## src/rtl/hcc_pkg.sv

```systemverilog
package hcc_pkg;

    localparam int DATA_W  = 32;
    localparam int BIT_EN  = 31;
    localparam int BIT_RES = 30;
    localparam int BIT_ABT = 29;
    localparam int BIT_HJ  = 8;
    localparam int BIT_I2C = 7;
    localparam int BIT_BC  = 0;

    typedef enum logic [1:0] {
        ST_IDLE      = 2'd0,
        ST_ACTIVE    = 2'd1,
        ST_HALT      = 2'd2,
        ST_DISABLING = 2'd3
    } hc_state_e;

    typedef struct packed {
        logic en;
        logic resume;
        logic abort;
        logic hj;
        logic i2c;
        logic bcast;
    } ctl_fields_t;

    function automatic ctl_fields_t fields_from_word(input logic [DATA_W-1:0] w);
        ctl_fields_t f;
        f.en     = w[BIT_EN];
        f.resume = w[BIT_RES];
        f.abort  = w[BIT_ABT];
        f.hj     = w[BIT_HJ];
        f.i2c    = w[BIT_I2C];
        f.bcast  = w[BIT_BC];
        return f;
    endfunction

    function automatic logic [DATA_W-1:0] word_from_fields(input ctl_fields_t f);
        logic [DATA_W-1:0] w;
        w          = '0;
        w[BIT_EN]  = f.en;
        w[BIT_RES] = f.resume;
        w[BIT_ABT] = f.abort;
        w[BIT_HJ]  = f.hj;
        w[BIT_I2C] = f.i2c;
        w[BIT_BC]  = f.bcast;
        return w;
    endfunction

    function automatic hc_state_e state_select(input logic halt, input logic pend,
                                               input logic busy);
        if (halt)      return ST_HALT;
        else if (pend) return ST_DISABLING;
        else if (busy) return ST_ACTIVE;
        else           return ST_IDLE;
    endfunction

endpackage

```

## src/rtl/hcc_cfg_bits.sv

```systemverilog
module hcc_cfg_bits
    import hcc_pkg::*;
(
    input  logic        clk,
    input  logic        rst,
    input  logic        wr_hit,
    input  ctl_fields_t wf,
    output logic        abort,
    output logic        hj,
    output logic        i2c,
    output logic        bcast
);

    always_ff @(posedge clk) begin
        if (rst) begin
            abort <= 1'b0;
            hj    <= 1'b0;
            i2c   <= 1'b0;
            bcast <= 1'b1;
        end else if (wr_hit) begin
            abort <= wf.abort;
            hj    <= wf.hj;
            i2c   <= wf.i2c;
            bcast <= wf.bcast;
        end
    end


    cfg_hold_chk: assert property (@(posedge clk) disable iff (rst)
        !wr_hit |=> $stable(hj) && $stable(i2c) && $stable(bcast) && $stable(abort));

endmodule

```

## src/rtl/hcc_enable_ctl.sv

```systemverilog
module hcc_enable_ctl
    import hcc_pkg::*;
(
    input  logic clk,
    input  logic rst,
    input  logic wr_hit,
    input  logic wr_en_bit,
    input  logic ibi_active,
    input  logic cmd_start,
    input  logic cmd_done,
    input  logic cmd_toc,
    input  logic xfer_err,
    output logic en,
    output logic pend,
    output logic busy
);

    logic en_n, pend_n, busy_n, quiet;

    always_comb begin
        busy_n = busy;
        if (cmd_done && cmd_toc) busy_n = 1'b0;
        if (cmd_start)           busy_n = 1'b1;
        if (xfer_err)            busy_n = 1'b0;

        quiet  = !ibi_active && !busy_n;
        en_n   = en;
        pend_n = pend;
        if (wr_hit) begin
            if (wr_en_bit) begin
                en_n   = 1'b1;
                pend_n = 1'b0;
            end else if (en) begin
                pend_n = 1'b1;
            end
        end
        if (pend_n && quiet) begin
            en_n   = 1'b0;
            pend_n = 1'b0;
        end
    end

    always_ff @(posedge clk) begin
        if (rst) begin
            en   <= 1'b0;
            pend <= 1'b0;
            busy <= 1'b0;
        end else begin
            en   <= en_n;
            pend <= pend_n;
            busy <= busy_n;
        end
    end


    dis_after_ibi_chk: assert property (@(posedge clk) disable iff (rst)
        $fell(en) |-> $past(!ibi_active));


    dis_waits_toc_chk: assert property (@(posedge clk) disable iff (rst)
        (en && busy && !cmd_done && !xfer_err) |=> en);


    en_set_chk: assert property (@(posedge clk) disable iff (rst)
        (wr_hit && wr_en_bit) |=> (en && !pend));

endmodule

```

## src/rtl/hcc_halt_ctl.sv

```systemverilog
module hcc_halt_ctl
    import hcc_pkg::*;
(
    input  logic clk,
    input  logic rst,
    input  logic wr_hit,
    input  logic wr_resume,
    input  logic xfer_err,
    input  logic cmd_start,
    input  logic abort,
    input  logic byte_done,
    output logic halted,
    output logic resume,
    output logic stop_req
);

    logic halted_n, resume_n, sent, sent_n, stop_n;

    always_comb begin
        halted_n = halted;
        if (wr_hit && wr_resume) halted_n = 1'b0;
        if (xfer_err)            halted_n = 1'b1;

        resume_n = resume;
        if (wr_hit)                resume_n = wr_resume;
        if (cmd_start && !halted)  resume_n = 1'b0;

        sent_n = sent;
        stop_n = 1'b0;
        if (!abort) begin
            sent_n = 1'b0;
        end else if (byte_done && !sent) begin
            sent_n = 1'b1;
            stop_n = 1'b1;
        end
    end

    always_ff @(posedge clk) begin
        if (rst) begin
            halted   <= 1'b0;
            resume   <= 1'b0;
            sent     <= 1'b0;
            stop_req <= 1'b0;
        end else begin
            halted   <= halted_n;
            resume   <= resume_n;
            sent     <= sent_n;
            stop_req <= stop_n;
        end
    end


    halt_on_err_chk: assert property (@(posedge clk) disable iff (rst)
        xfer_err |=> halted);


    resume_selfclr_chk: assert property (@(posedge clk) disable iff (rst)
        (cmd_start && !halted) |=> !resume);


    stop_at_byte_chk: assert property (@(posedge clk) disable iff (rst)
        stop_req |-> $past(abort && byte_done));


    stop_single_chk: assert property (@(posedge clk) disable iff (rst)
        stop_req |=> !stop_req);

endmodule

```

## src/rtl/hc_ctrl_reg.sv

```systemverilog
module hc_ctrl_reg
    import hcc_pkg::*;
#(
    parameter int ADDR_W     = 8,
    parameter int REG_OFFSET = 4
) (
    input  logic              clk,
    input  logic              rst,
    input  logic              wr_en,
    input  logic              rd_en,
    input  logic [ADDR_W-1:0] addr,
    input  logic [31:0]       wdata,
    output logic [31:0]       rdata,
    input  logic              ibi_active,
    input  logic              cmd_start,
    input  logic              cmd_done,
    input  logic              cmd_toc,
    input  logic              xfer_err,
    input  logic              byte_done,
    output logic              bus_en,
    output logic              bus_run,
    output logic              halted,
    output logic              stop_req,
    output logic [1:0]        state_code,
    output logic              hj_ack,
    output logic              i2c_present,
    output logic              bcast_incl
);

    localparam logic [ADDR_W-1:0] OFFS = ADDR_W'(REG_OFFSET);

    logic        wr_hit, rd_hit;
    ctl_fields_t wf, rf;
    logic        abort_q, pend_q, busy_q, resume_q;
    hc_state_e   st;

    assign wr_hit = wr_en && (addr == OFFS);
    assign rd_hit = rd_en && (addr == OFFS);
    assign wf     = fields_from_word(wdata);

    hcc_cfg_bits u_cfg (
        .clk   (clk),
        .rst   (rst),
        .wr_hit(wr_hit),
        .wf    (wf),
        .abort (abort_q),
        .hj    (hj_ack),
        .i2c   (i2c_present),
        .bcast (bcast_incl)
    );

    hcc_enable_ctl u_en (
        .clk       (clk),
        .rst       (rst),
        .wr_hit    (wr_hit),
        .wr_en_bit (wf.en),
        .ibi_active(ibi_active),
        .cmd_start (cmd_start),
        .cmd_done  (cmd_done),
        .cmd_toc   (cmd_toc),
        .xfer_err  (xfer_err),
        .en        (bus_en),
        .pend      (pend_q),
        .busy      (busy_q)
    );

    hcc_halt_ctl u_halt (
        .clk      (clk),
        .rst      (rst),
        .wr_hit   (wr_hit),
        .wr_resume(wf.resume),
        .xfer_err (xfer_err),
        .cmd_start(cmd_start),
        .abort    (abort_q),
        .byte_done(byte_done),
        .halted   (halted),
        .resume   (resume_q),
        .stop_req (stop_req)
    );

    always_comb begin
        rf.en     = bus_en;
        rf.resume = resume_q;
        rf.abort  = abort_q;
        rf.hj     = hj_ack;
        rf.i2c    = i2c_present;
        rf.bcast  = bcast_incl;
    end

    assign rdata      = rd_hit ? word_from_fields(rf) : '0;
    assign st         = state_select(halted, pend_q, busy_q);
    assign state_code = st;
    assign bus_run    = bus_en && !halted && !abort_q;


    halt_code_chk: assert property (@(posedge clk) disable iff (rst)
        xfer_err |=> (state_code == 2'd2));


    miss_read_chk: assert property (@(posedge clk) disable iff (rst)
        (rd_en && addr != OFFS) |-> (rdata == 32'd0));

endmodule

```

## config.mk

```make
export PLATFORM = sky130hd
export DESIGN_NAME = hc_ctrl_reg
export DESIGN_NICKNAME = d
export VERILOG_FILES = /design/src/rtl/hcc_pkg.sv /design/src/rtl/hcc_cfg_bits.sv /design/src/rtl/hcc_enable_ctl.sv /design/src/rtl/hcc_halt_ctl.sv /design/src/rtl/hc_ctrl_reg.sv
export SDC_FILE = /design/constraint.sdc
export NUM_CORES = 1
export LEC_CHECK = 0
export BUFFER_PORTS_ARGS = -buffer_cell sky130_fd_sc_hd__buf_2
export CAP_MARGIN = 20
export CORE_MARGIN = 1
export CORE_UTILIZATION = 33
export DETAILED_ROUTE_END_ITERATION = 12
export HOLD_SLACK_MARGIN = 0.03
export PLACE_DENSITY_LB_ADDON = 0.08
export SYNTH_ARGS = -nofsm -noshare
export SYNTH_HDL_FRONTEND = slang
export SYNTH_HIERARCHICAL = 1
export SYNTH_SLANG_ARGS = --single-unit
```

## constraint.sdc

```tcl
create_clock -name clk -period 2.09 [get_ports clk]
set_input_delay 0.209 -clock clk [delete_from_list [all_inputs] [get_ports clk]]
set_output_delay 0.209 -clock clk [all_outputs]
set_load 0.01 [all_outputs]
```

### After elaboration in Yosys (flattened, before gate mapping)

Cells that the tools add are included.

* muxes and demuxes: 13
* equality and inequality tests: 1
* bitwise gates (word level): 1
* reduce and logical (&&, ||, !) cells: 20

Operator list (count)
* $mux 32: 1
* $logic_and 1x1->1: 10
* $mux 1: 10
* $eq 8x3->1 const B: 1
* $reduce_or 2->1: 3
* $logic_not 1->1: 5
* $mux 2: 2
* $reduce_and 2->1: 1
* $reduce_bool 2->1: 1
* $not 1->1: 1

* register bits: 11
* bits of input ports: 50

### Longest topological paths before layout

Gate-level depths: netlist of the first run.

* word-level depth: 8
* mapped depth: 6
* gate-level depth less buffers: 5

### By module

The synthesis of the first run kept the hierarchy.

By module, submodules not included
* hc_ctrl_reg: area each 350.3 µm², instances 1, cells an instance 49
* hcc_halt_ctl: area each 147.6 µm², instances 1, cells an instance 12
* hcc_cfg_bits: area each 143.9 µm², instances 1, cells an instance 13
* hcc_enable_ctl: area each 142.6 µm², instances 1, cells an instance 14

### Least setup slack after synthesis of the first run

No wires, ideal clock.

* kind: input to register
* start point: in addr[7]
* end point: reg u_cfg.bcast
* data arrival time: 1.765 ns
* stages: 6
* data required time: 1.970 ns
* setup slack: 0.205 ns
* setup time: 0.120 ns
* path through: or4b_1 > buf_6 > nor3_2 > clkbuf_2 > nor2b_2 > a211o_1

* longest elaborated chain between the ends: 2

RTL lines
* start, declared: RTL line hc_ctrl_reg.sv:11 `input logic [ADDR_W-1:0] addr,`
* $eq 8x3->1: RTL line hc_ctrl_reg.sv:37 `assign wr_hit = wr_en && (addr == OFFS);`
* $logic_and 1x1->1: RTL line hc_ctrl_reg.sv:37
* net wr_hit: RTL line hc_ctrl_reg.sv:32 `logic wr_hit, rd_hit;`
* end signal, assigned: RTL line hcc_cfg_bits.sv:24 `bcast <= wf.bcast;`
* end, declared: RTL line hcc_cfg_bits.sv:11 `output logic bcast`

The timed path passes the listed nets, and every way through them passes these cells.
A chain may end at the register's enable or synchronous reset.

### Worst setup path in the final report of the first run

* start point: in addr[7]
* end point: out rdata[29]

* longest elaborated chain between the ends: 3

RTL lines
* $eq 8x3->1: RTL line hc_ctrl_reg.sv:38 `assign rd_hit = rd_en && (addr == OFFS);`
* $logic_and 1x1->1: RTL line hc_ctrl_reg.sv:38
* $mux 32: RTL line hc_ctrl_reg.sv:90 `assign rdata = rd_hit ? word_from_fields(rf) : '0;`
* end, declared: RTL line hc_ctrl_reg.sv:13 `output logic [31:0] rdata,`

No other way between the ends.

==> out/summary.txt, run 1 <==
Status -> completed
Largest net degree at the start of global routing -> 12
Htree depth -> 1
Clock slew at reported path FFs -> 70 ps
HP Start -> wdata[0]
DR iter-0 viols -> 8
Critical Path AT -> 1380 ps
Area growth syn-to-layout -> 19.5%
RSZ-0062 raised after global routing -> no
Max Slew Vio Count -> 0
Final Hold Vio Count -> 0
Final core occ -> 42.0%
Cells after DPL -> 153
Core ar. -> 0.00223 mm2
Min Clock Period, post-route -> 1590 ps
Postcts setup bufs -> 0
Count leader, synth -> buf_4
R2R Path Start -> u_en/en$_SDFFE_PP0P_
Mapped Avg Cell Area -> 8.91 um2
WP buf/inv -> 3
WL/cell -> 8.58 um
Multi-input gate area -> 434 um2
First-pass DRT Iterations -> 4
Cell Area, Synth -> 785 um2
Global Route Usage Sum -> 11.1%
Syn Inst Count -> 88
Sequential-to-total area share from yosys stat -> 28.1%
Post-CTS Hold Buffers -> 0
Max VDD drop -> 0.369 mV
Crit-path cells -> buf_2 > or4b_1 > buf_4 > nor3_2 > buf_2
First-pass GRT wire length -> 2.11 mm
Die Area -> 0.00258 mm2
Top post-synthesis cells by count -> buf_4, dfxtp_1, nor3_2
Max-cap violations -> 0
WS Path Type -> in -> out
Top FF cell, synth -> dfxtp_1
Cell accounting for the most synthesized area -> dfxtp_1
Rows -> 17
CP Data Required Time -> 1880 ps
FMAX -> 630 MHz
Setup_tns -> 0 ps
Crit-path max cell delay -> 550 ps
Clk_lat worst skew -> 260 ps
Synth unique cells -> 29
FF/Latch Area -> 220 um2
CTS Sinks -> 11
Fillers -> 248
Critical Path Start -> addr[7]
Setup crit end kind -> output port
PD cells -> 456 mW/mm2
Number of global-route vias before repair -> 528
EDFF count, synth -> 0
Residual DRC -> 0
Synthesis Warnings -> 6
Antenna Cells -> 0
CTS tree -> built
Initial antenna violation count -> 0
Tot Pwr -> 0.428 mW
Die width -> 50.8 um
Die H -> 50.8 um
Via density -> 4.11
Post-Route WL -> 1.35 mm
I/O Pins -> 91
Post-synth ARST share -> 0%
Top cells by area, synth -> dfxtp_1, buf_4, nor3_2, mux2i_1, nor2_1
Crit-path most repeated cell -> buf_2
Setup Viol. Count Final -> 0
Leak -> 0.462 nW
Yosys top cell area share -> 28.1%
Vias -> 646
Final net count -> 180
TritonCTS buffer count -> 3
Final cell count without fillers -> 157
Crit path launch type -> input port
Clock Skews -> 0.809 ps
CTS root buffer -> clkbuf_4
Critical-path maximum fanout -> 6
Layout cells sized above 1 -> 47.3%
Crit path max-delay family -> simple AND/OR/NAND/NOR gates
CTS-repair resized insts -> 0
Critical path's slowest cell -> or4b_1
Grt ovf -> 0
Period utilisation layout -> 76.0%
PortBufs -> 38
Hold Path Class -> in -> reg
Initial Util -> 35.1%
Maximum buffer depth of the clock tree -> 2
RD Place Congestion -> 0.679
Final HPWL DP -> 1.12 mm
Routed Antenna Nets -> 0
Register bit total from synthesis -> 11
-- logic make-up after synthesis --
logic type | share of synthesized area [%]
AOI/OAI and AO/OA | 12.1
muxes | 5.10
other | 0.478
and+or+nand+nor | 25.7
DFF | 28.1
buffers and inverters | 28.5
-- flip-flops by register name (all words and copies together) (netlist names) --
name / count
u_halt/stop_req: 1
u_cfg/abort: 1
u_en/busy: 1
u_en/en: 1
u_cfg/i2c: 1
u_halt/sent: 1
u_cfg/bcast: 1
u_halt/halted: 1
u_en/pend: 1
u_halt/resume: 1
u_cfg/hj: 1
-- power by group --
group / internal [mW] / total (mW) / switching [mW] / leakage, nW
sequential: 0.212 / 0.214 / 0.00255 / 0.0891
clock: 0.0708 / 0.142 / 0.0710 / 0.0177
combinational: 0.0275 / 0.0714 / 0.0439 / 0.355
total: 0.310 / 0.428 / 0.117 / 0.462
-- metrics by stage --
step | cell area, um2 | hold slack (ps) | setup slack (ps)
2_1_floorplan | 878 | 279 | 205
3_3_place_gp | 910 | 421 | 390
3_5_place_dp | 910 | 427 | 397
4_1_cts | 937 | 140 | 487
5_1_grt | 937 | 160 | 446
6_report | 937 | 150 | 502
-- cell type report --
type | instances | area share, %
inverter | 2 | 0.801
timing repair buffer | 41 | 22.7
clock inverter | 1 | 0.534
multi-input combinational | 71 | 46.3
clock buffer | 3 | 2.40
sequential | 11 | 23.5
tap | 28 | 3.74
-- cells in the final DEF (no fill, tap or decap) --
master    netlist  final
a211o_1         1      1
a21boi_0        1      1
a21boi_2        1      1
a21o_1          1      1
a21oi_1         2      2
a21oi_2         1      1
a221oi_2        1      1
and4bb_2        1      1
buf_2           1     38
buf_4          26      3
clkbuf_4        0      3
clkinv_2        0      1
conb_1          1     26
dfxtp_1        11     11
inv_1           2      2
mux2i_1         4      4
nand2_1         6      6
nand2b_1        1      1
nor2_1          7      7
nor2b_1         1      1
nor2b_2         1      1
nor3_2          8      8
nor3b_1         2      2
o21ai_2         1      1
o21ba_2         1      1
o21bai_1        1      1
or2_2           1      1
or4_1           1      1
or4b_1          1      1
-- path summary, 6_finish.rpt --
| kind | to | slack (ps) | cells after the start |
|---|---|---|---|
| worst max-delay path | rdata[29] | 500 | 5 |
| worst min-delay path | u_cfg/bcast$_SDFFE_PP1P_ | 150 | 2 |
| worst max register to register | u_en/en$_SDFFE_PP0P_ | 1230 | 3 |
| worst min register to register | u_halt/sent$_SDFFE_PP0P_ | 500 | 2 |
-- layer usage --
metal / routed length (um) / vias to the layer above / GRT usage (%)
li1: - / 322 / -
met3: 114 / 0 / 2.42
met2: 655 / 36 / 18.2
met5: 0 / - / 0
met4: 0 / 0 / 6.94
met1: 577 / 288 / 13.0
-- worst register-to-register path, cell delays in order (launching register included) --
cell	delay (ps)
dfxtp_1	420
a21oi_2	90
o21bai_1	150
a21oi_1	80
(Power assumes the default switching activity.)
==> run 2: changes to the inputs <==
clock period = 1.6 ns   (was 2.09 ns; I/O delays follow)
==> run 2 against run 1 <==
Against the previous run:
- clock power increased by 30%
- via count increased by 0.77%
- non-clock buffer count is the same
- critical path type unchanged
==> out/summary.txt, run 2 (synthesis results as in run 1) <==
CTS Sinks -> 11
HP Start -> wdata[0]
Worst hold slack -> 105 ps
Setup Viol. Count Final -> 0
Postcts setup bufs -> 0
First-pass GRT wire length -> 2.18 mm
Global Route Usage Sum -> 11.4%
Setup crit end kind -> output port
Htree depth -> 1
Layout cells sized above 1 -> 47.3%
Critical-path maximum fanout -> 6
RD Place Congestion -> 0.677
Maximum buffer depth of the clock tree -> 2
Die width -> 50.8 um
Clock Skews -> 0.191 ps
Final Hold Vio Count -> 0
Routed Antenna Nets -> 0
Initial antenna violation count -> 0
Grt ovf -> 0
Final HPWL DP -> 1.16 mm
FMAX -> 653 MHz
Clock slew at reported path FFs -> 70 ps
CTS root buffer -> clkbuf_4
Max-cap violations -> 0
Vias -> 651
CTS tree -> built
Min Clock Period, post-route -> 1530 ps
Largest net degree at the start of global routing -> 12
Core ar. -> 0.00223 mm2
Initial Util -> 35.1%
RSZ-0062 raised after global routing -> no
WL/cell -> 8.96 um
Number of global-route vias before repair -> 512
CTS-repair resized insts -> 0
Residual DRC -> 0
Post-Layout Inst Area -> 958 um2
First-pass DRT Iterations -> 4
Critical Path Start -> addr[1]
Leak -> 0.471 nW
Area growth syn-to-layout -> 22.2%
Commonest non-fill, non-tap cell in the layout -> buf_2
Period utilisation layout -> 95.7%
Hold Path Class -> in -> reg
Antenna Cells -> 0
Die Area -> 0.00258 mm2
WS Path Type -> in -> out
CP Data Required Time -> 1440 ps
Rows -> 17
Critical Path AT -> 1370 ps
Via density -> 4.15
Clk_lat worst skew -> 260 ps
Setup ws final -> 68.8 ps
Crit path launch type -> input port
DP Area -> 932 um2
Die H -> 50.8 um
Max Slew Vio Count -> 0
Post-CTS Hold Buffers -> 0
Pre-CTS setup slack -> -15.4 ps
R2R Path Start -> u_en/busy$_SDFF_PP0_
Max VDD drop -> 0.494 mV
Most frequent cells in the layout -> buf_2, conb_1, dfxtp_1, nor3_2, nor2_1
I/O Pins -> 91
Status -> completed
PD cells -> 585 mW/mm2
PortBufs -> 38
TritonCTS buffer count -> 3
DR iter-0 viols -> 10
Post-Route WL -> 1.41 mm
Final net count -> 180
## run 2: cell types whose count changed in the layout (fill, tap and decap cells not counted)
| cell | delta |
|---|---|
| or4b_4 | +1 |
| clkinv_2 | -1 |
| clkbuf_1 | +1 |
| nor3_4 | +1 |
| buf_12 | +1 |
| or4b_1 | -1 |
| buf_4 | -1 |
| nor3_2 | -1 |
## run 2: worst max-delay path, cell delays in order
cell	delay, ps
buf_2	90
or4_1	590
buf_4	200
nor3_2	160
buf_2	150
## run 2: metal layers
metal	vias to the layer above	global-route usage [%]	routed length, um
li1	325	-	-
met1	289	13.6	589
met2	35	19.6	681
met3	2	3.03	126
met4	0	4.17	10
met5	-	0	0
## run 2: layout make-up
cell class | count | area [um2]
tap | 28 | 35.0
timing repair buffer | 41 | 225
sequential | 11 | 220
inverter | 2 | 7.51
multi-input combinational | 71 | 444
clock buffer | 4 | 26.3
fill | 241 | 1270
## run 2: worst paths after layout
check | slack (ps) | depth (start not counted) | endpoint
worst min register to register | 500 | 2 | u_halt/sent$_SDFFE_PP0P_
worst max-delay path | 70 | 5 | rdata[29]
worst max register to register | 720 | 3 | u_en/pend$_SDFF_PP0_
worst min-delay path | 110 | 2 | u_cfg/bcast$_SDFFE_PP1P_
## run 2: per-stage QoR
stage	utilization [%]	TNS, ps	std cells	total power [mW]
floorplan	-	-359	113	0.387
global placement	41.7	-55.2	153	0.381
detailed placement	41.7	-42.6	153	0.383
CTS	42.9	0	157	0.569
global route	42.9	0	157	0.597
finish	42.9	0	157	0.561
## run 2: where the power goes
part / internal, mW / total [mW] / leakage [nW] / switching [mW]
clock network: 0.0964 / 0.185 / 0.0150 / 0.0884
logic: 0.0367 / 0.0960 / 0.367 / 0.0593
registers: 0.277 / 0.280 / 0.0891 / 0.00339
==> run 3: changes to the inputs <==
GPL_TIMING_DRIVEN = 0   (was default)
==> run 3 against run 2 <==
Against the previous run:
- via count increased by 11%
- highest routed layer unchanged
- worst hold slack improved by 0.86 ps
- largest cell class unchanged
- worst setup slack improved by 28 ps
- largest power group unchanged
==> out/summary.txt, run 3 (synthesis results as in run 1) <==
Most frequent cells in the layout -> buf_2, buf_4, conb_1, dfxtp_1
WL/cell -> 7.80 um
FMAX -> 665 MHz
Global Route Usage Sum -> 11.4%
Period utilisation layout -> 93.9%
RD Place Congestion -> 0.688
Antenna Cells -> 0
CP Data Required Time -> 1740 ps
Die Area -> 0.00258 mm2
Final net count -> 209
Vias -> 720
PD cells -> 518 mW/mm2
Initial antenna violation count -> 0
Final HPWL DP -> 1.26 mm
Setup crit end kind -> flop
First-pass DRT Iterations -> 2
Post-CTS Hold Buffers -> 0
Postcts setup bufs -> 3
TritonCTS buffer count -> 3
GR met2 Demand/Resource -> 19.6%
Final Hold Vio Count -> 0
Htree depth -> 1
CTS Sinks -> 11
DR iter-0 viols -> 1
Post-Route WL -> 1.45 mm
M1 GR Usage -> 12.8%
Critical-path maximum fanout -> 7
Max VDD drop -> 0.412 mV
GR Layer Usage met3 -> 2.42%
Area growth syn-to-layout -> 49.3%
Leak -> 0.629 nW
Grt ovf -> 0
Critical Path AT -> 1640 ps
Worst hold slack -> 106 ps
Maximum buffer depth of the clock tree -> 2
I/O Pins -> 91
First-pass GRT wire length -> 2.20 mm
Residual DRC -> 0
CTS-repair resized insts -> 0
Die width -> 50.8 um
PortBufs -> 38
Rows -> 17
Clock slew at reported path FFs -> 70 ps
Status -> completed
CTS tree -> built
Max-cap violations -> 0
Setup Viol. Count Final -> 0
Number of global-route vias before repair -> 555
Commonest non-fill, non-tap cell in the layout -> buf_2
Initial Util -> 35.1%
WS Path Type -> in -> reg
Layout cells sized above 1 -> 57.0%
Via density -> 3.87
Most Crowded Layer GR -> met2
Clock Skews -> 0.157 ps
Max Slew Vio Count -> 0
Core ar. -> 0.00223 mm2
Hold Path Class -> in -> reg
RSZ-0062 raised after global routing -> no
Routed Antenna Nets -> 0
Setup_tns -> 0 ps
Die H -> 50.8 um
CTS root buffer -> clkbuf_4
Largest net degree at the start of global routing -> 12
Clk_lat worst skew -> 250 ps
Crit path launch type -> input port
Min Clock Period, post-route -> 1500 ps
==> run 3: cell count changes in the layout (fill, tap and decap cells not counted) <==
cell,previous run,this run
buf_2,38,39
clkbuf_8,0,1
buf_6,0,1
buf_12,1,0
buf_4,2,29
==> run 3: worst max-delay path: stages <==
cell and delay (ps):
buf_2 90, or4_1 520, buf_2 210, nor3_4 220, buf_4 160, a21oi_2 60
o21bai_1 150, a21oi_1 80
==> run 3: stage by stage <==
step	instances	utilization (%)	setup slack (ps)	total power [mW]	area [um2]
finish	186	52.4	97.0	0.607	1170
floorplan	113	-	-118	0.387	897
detailed placement	179	50.3	-316	0.430	1120
global placement	179	50.3	-311	0.428	1120
global route	186	52.4	1.45	0.644	1170
CTS	186	52.4	89.9	0.612	1170
==> run 3: metal layers <==
metal  wire length [um]  vias up
li1                   -      381
met3                119        2
met2                659       33
met5                  0        -
met1                658      304
met4                 12        0
==> run 3: path summary, 6_finish.rpt <==
check	from	to	slack, ps	depth (start not counted)
max	addr[1]	u_en/en$_SDFFE_PP0P_	100	8
min	wdata[0]	u_cfg/bcast$_SDFFE_PP1P_	110	2
max reg2reg	u_en/busy$_SDFF_PP0_	u_en/pend$_SDFF_PP0_	740	3
min reg2reg	u_halt/sent$_SDFFE_PP0P_	u_halt/sent$_SDFFE_PP0P_	510	2
==> run 3: final cells by class <==
class,count,area (um2)
clock buffers,4,26.3
well taps,28,35.0
repair buffers,41,213
plain buffers,29,225
inverters,2,7.51
flip-flops and latches,11,220
multi-input cells,71,444
fillers,220,1060
==> run 3: report_power, final <==
part           total (mW)  switching (mW)  internal (mW)
Combinational       0.145          0.0672         0.0776
Clock               0.182          0.0854         0.0962
Sequential          0.281         0.00371          0.277
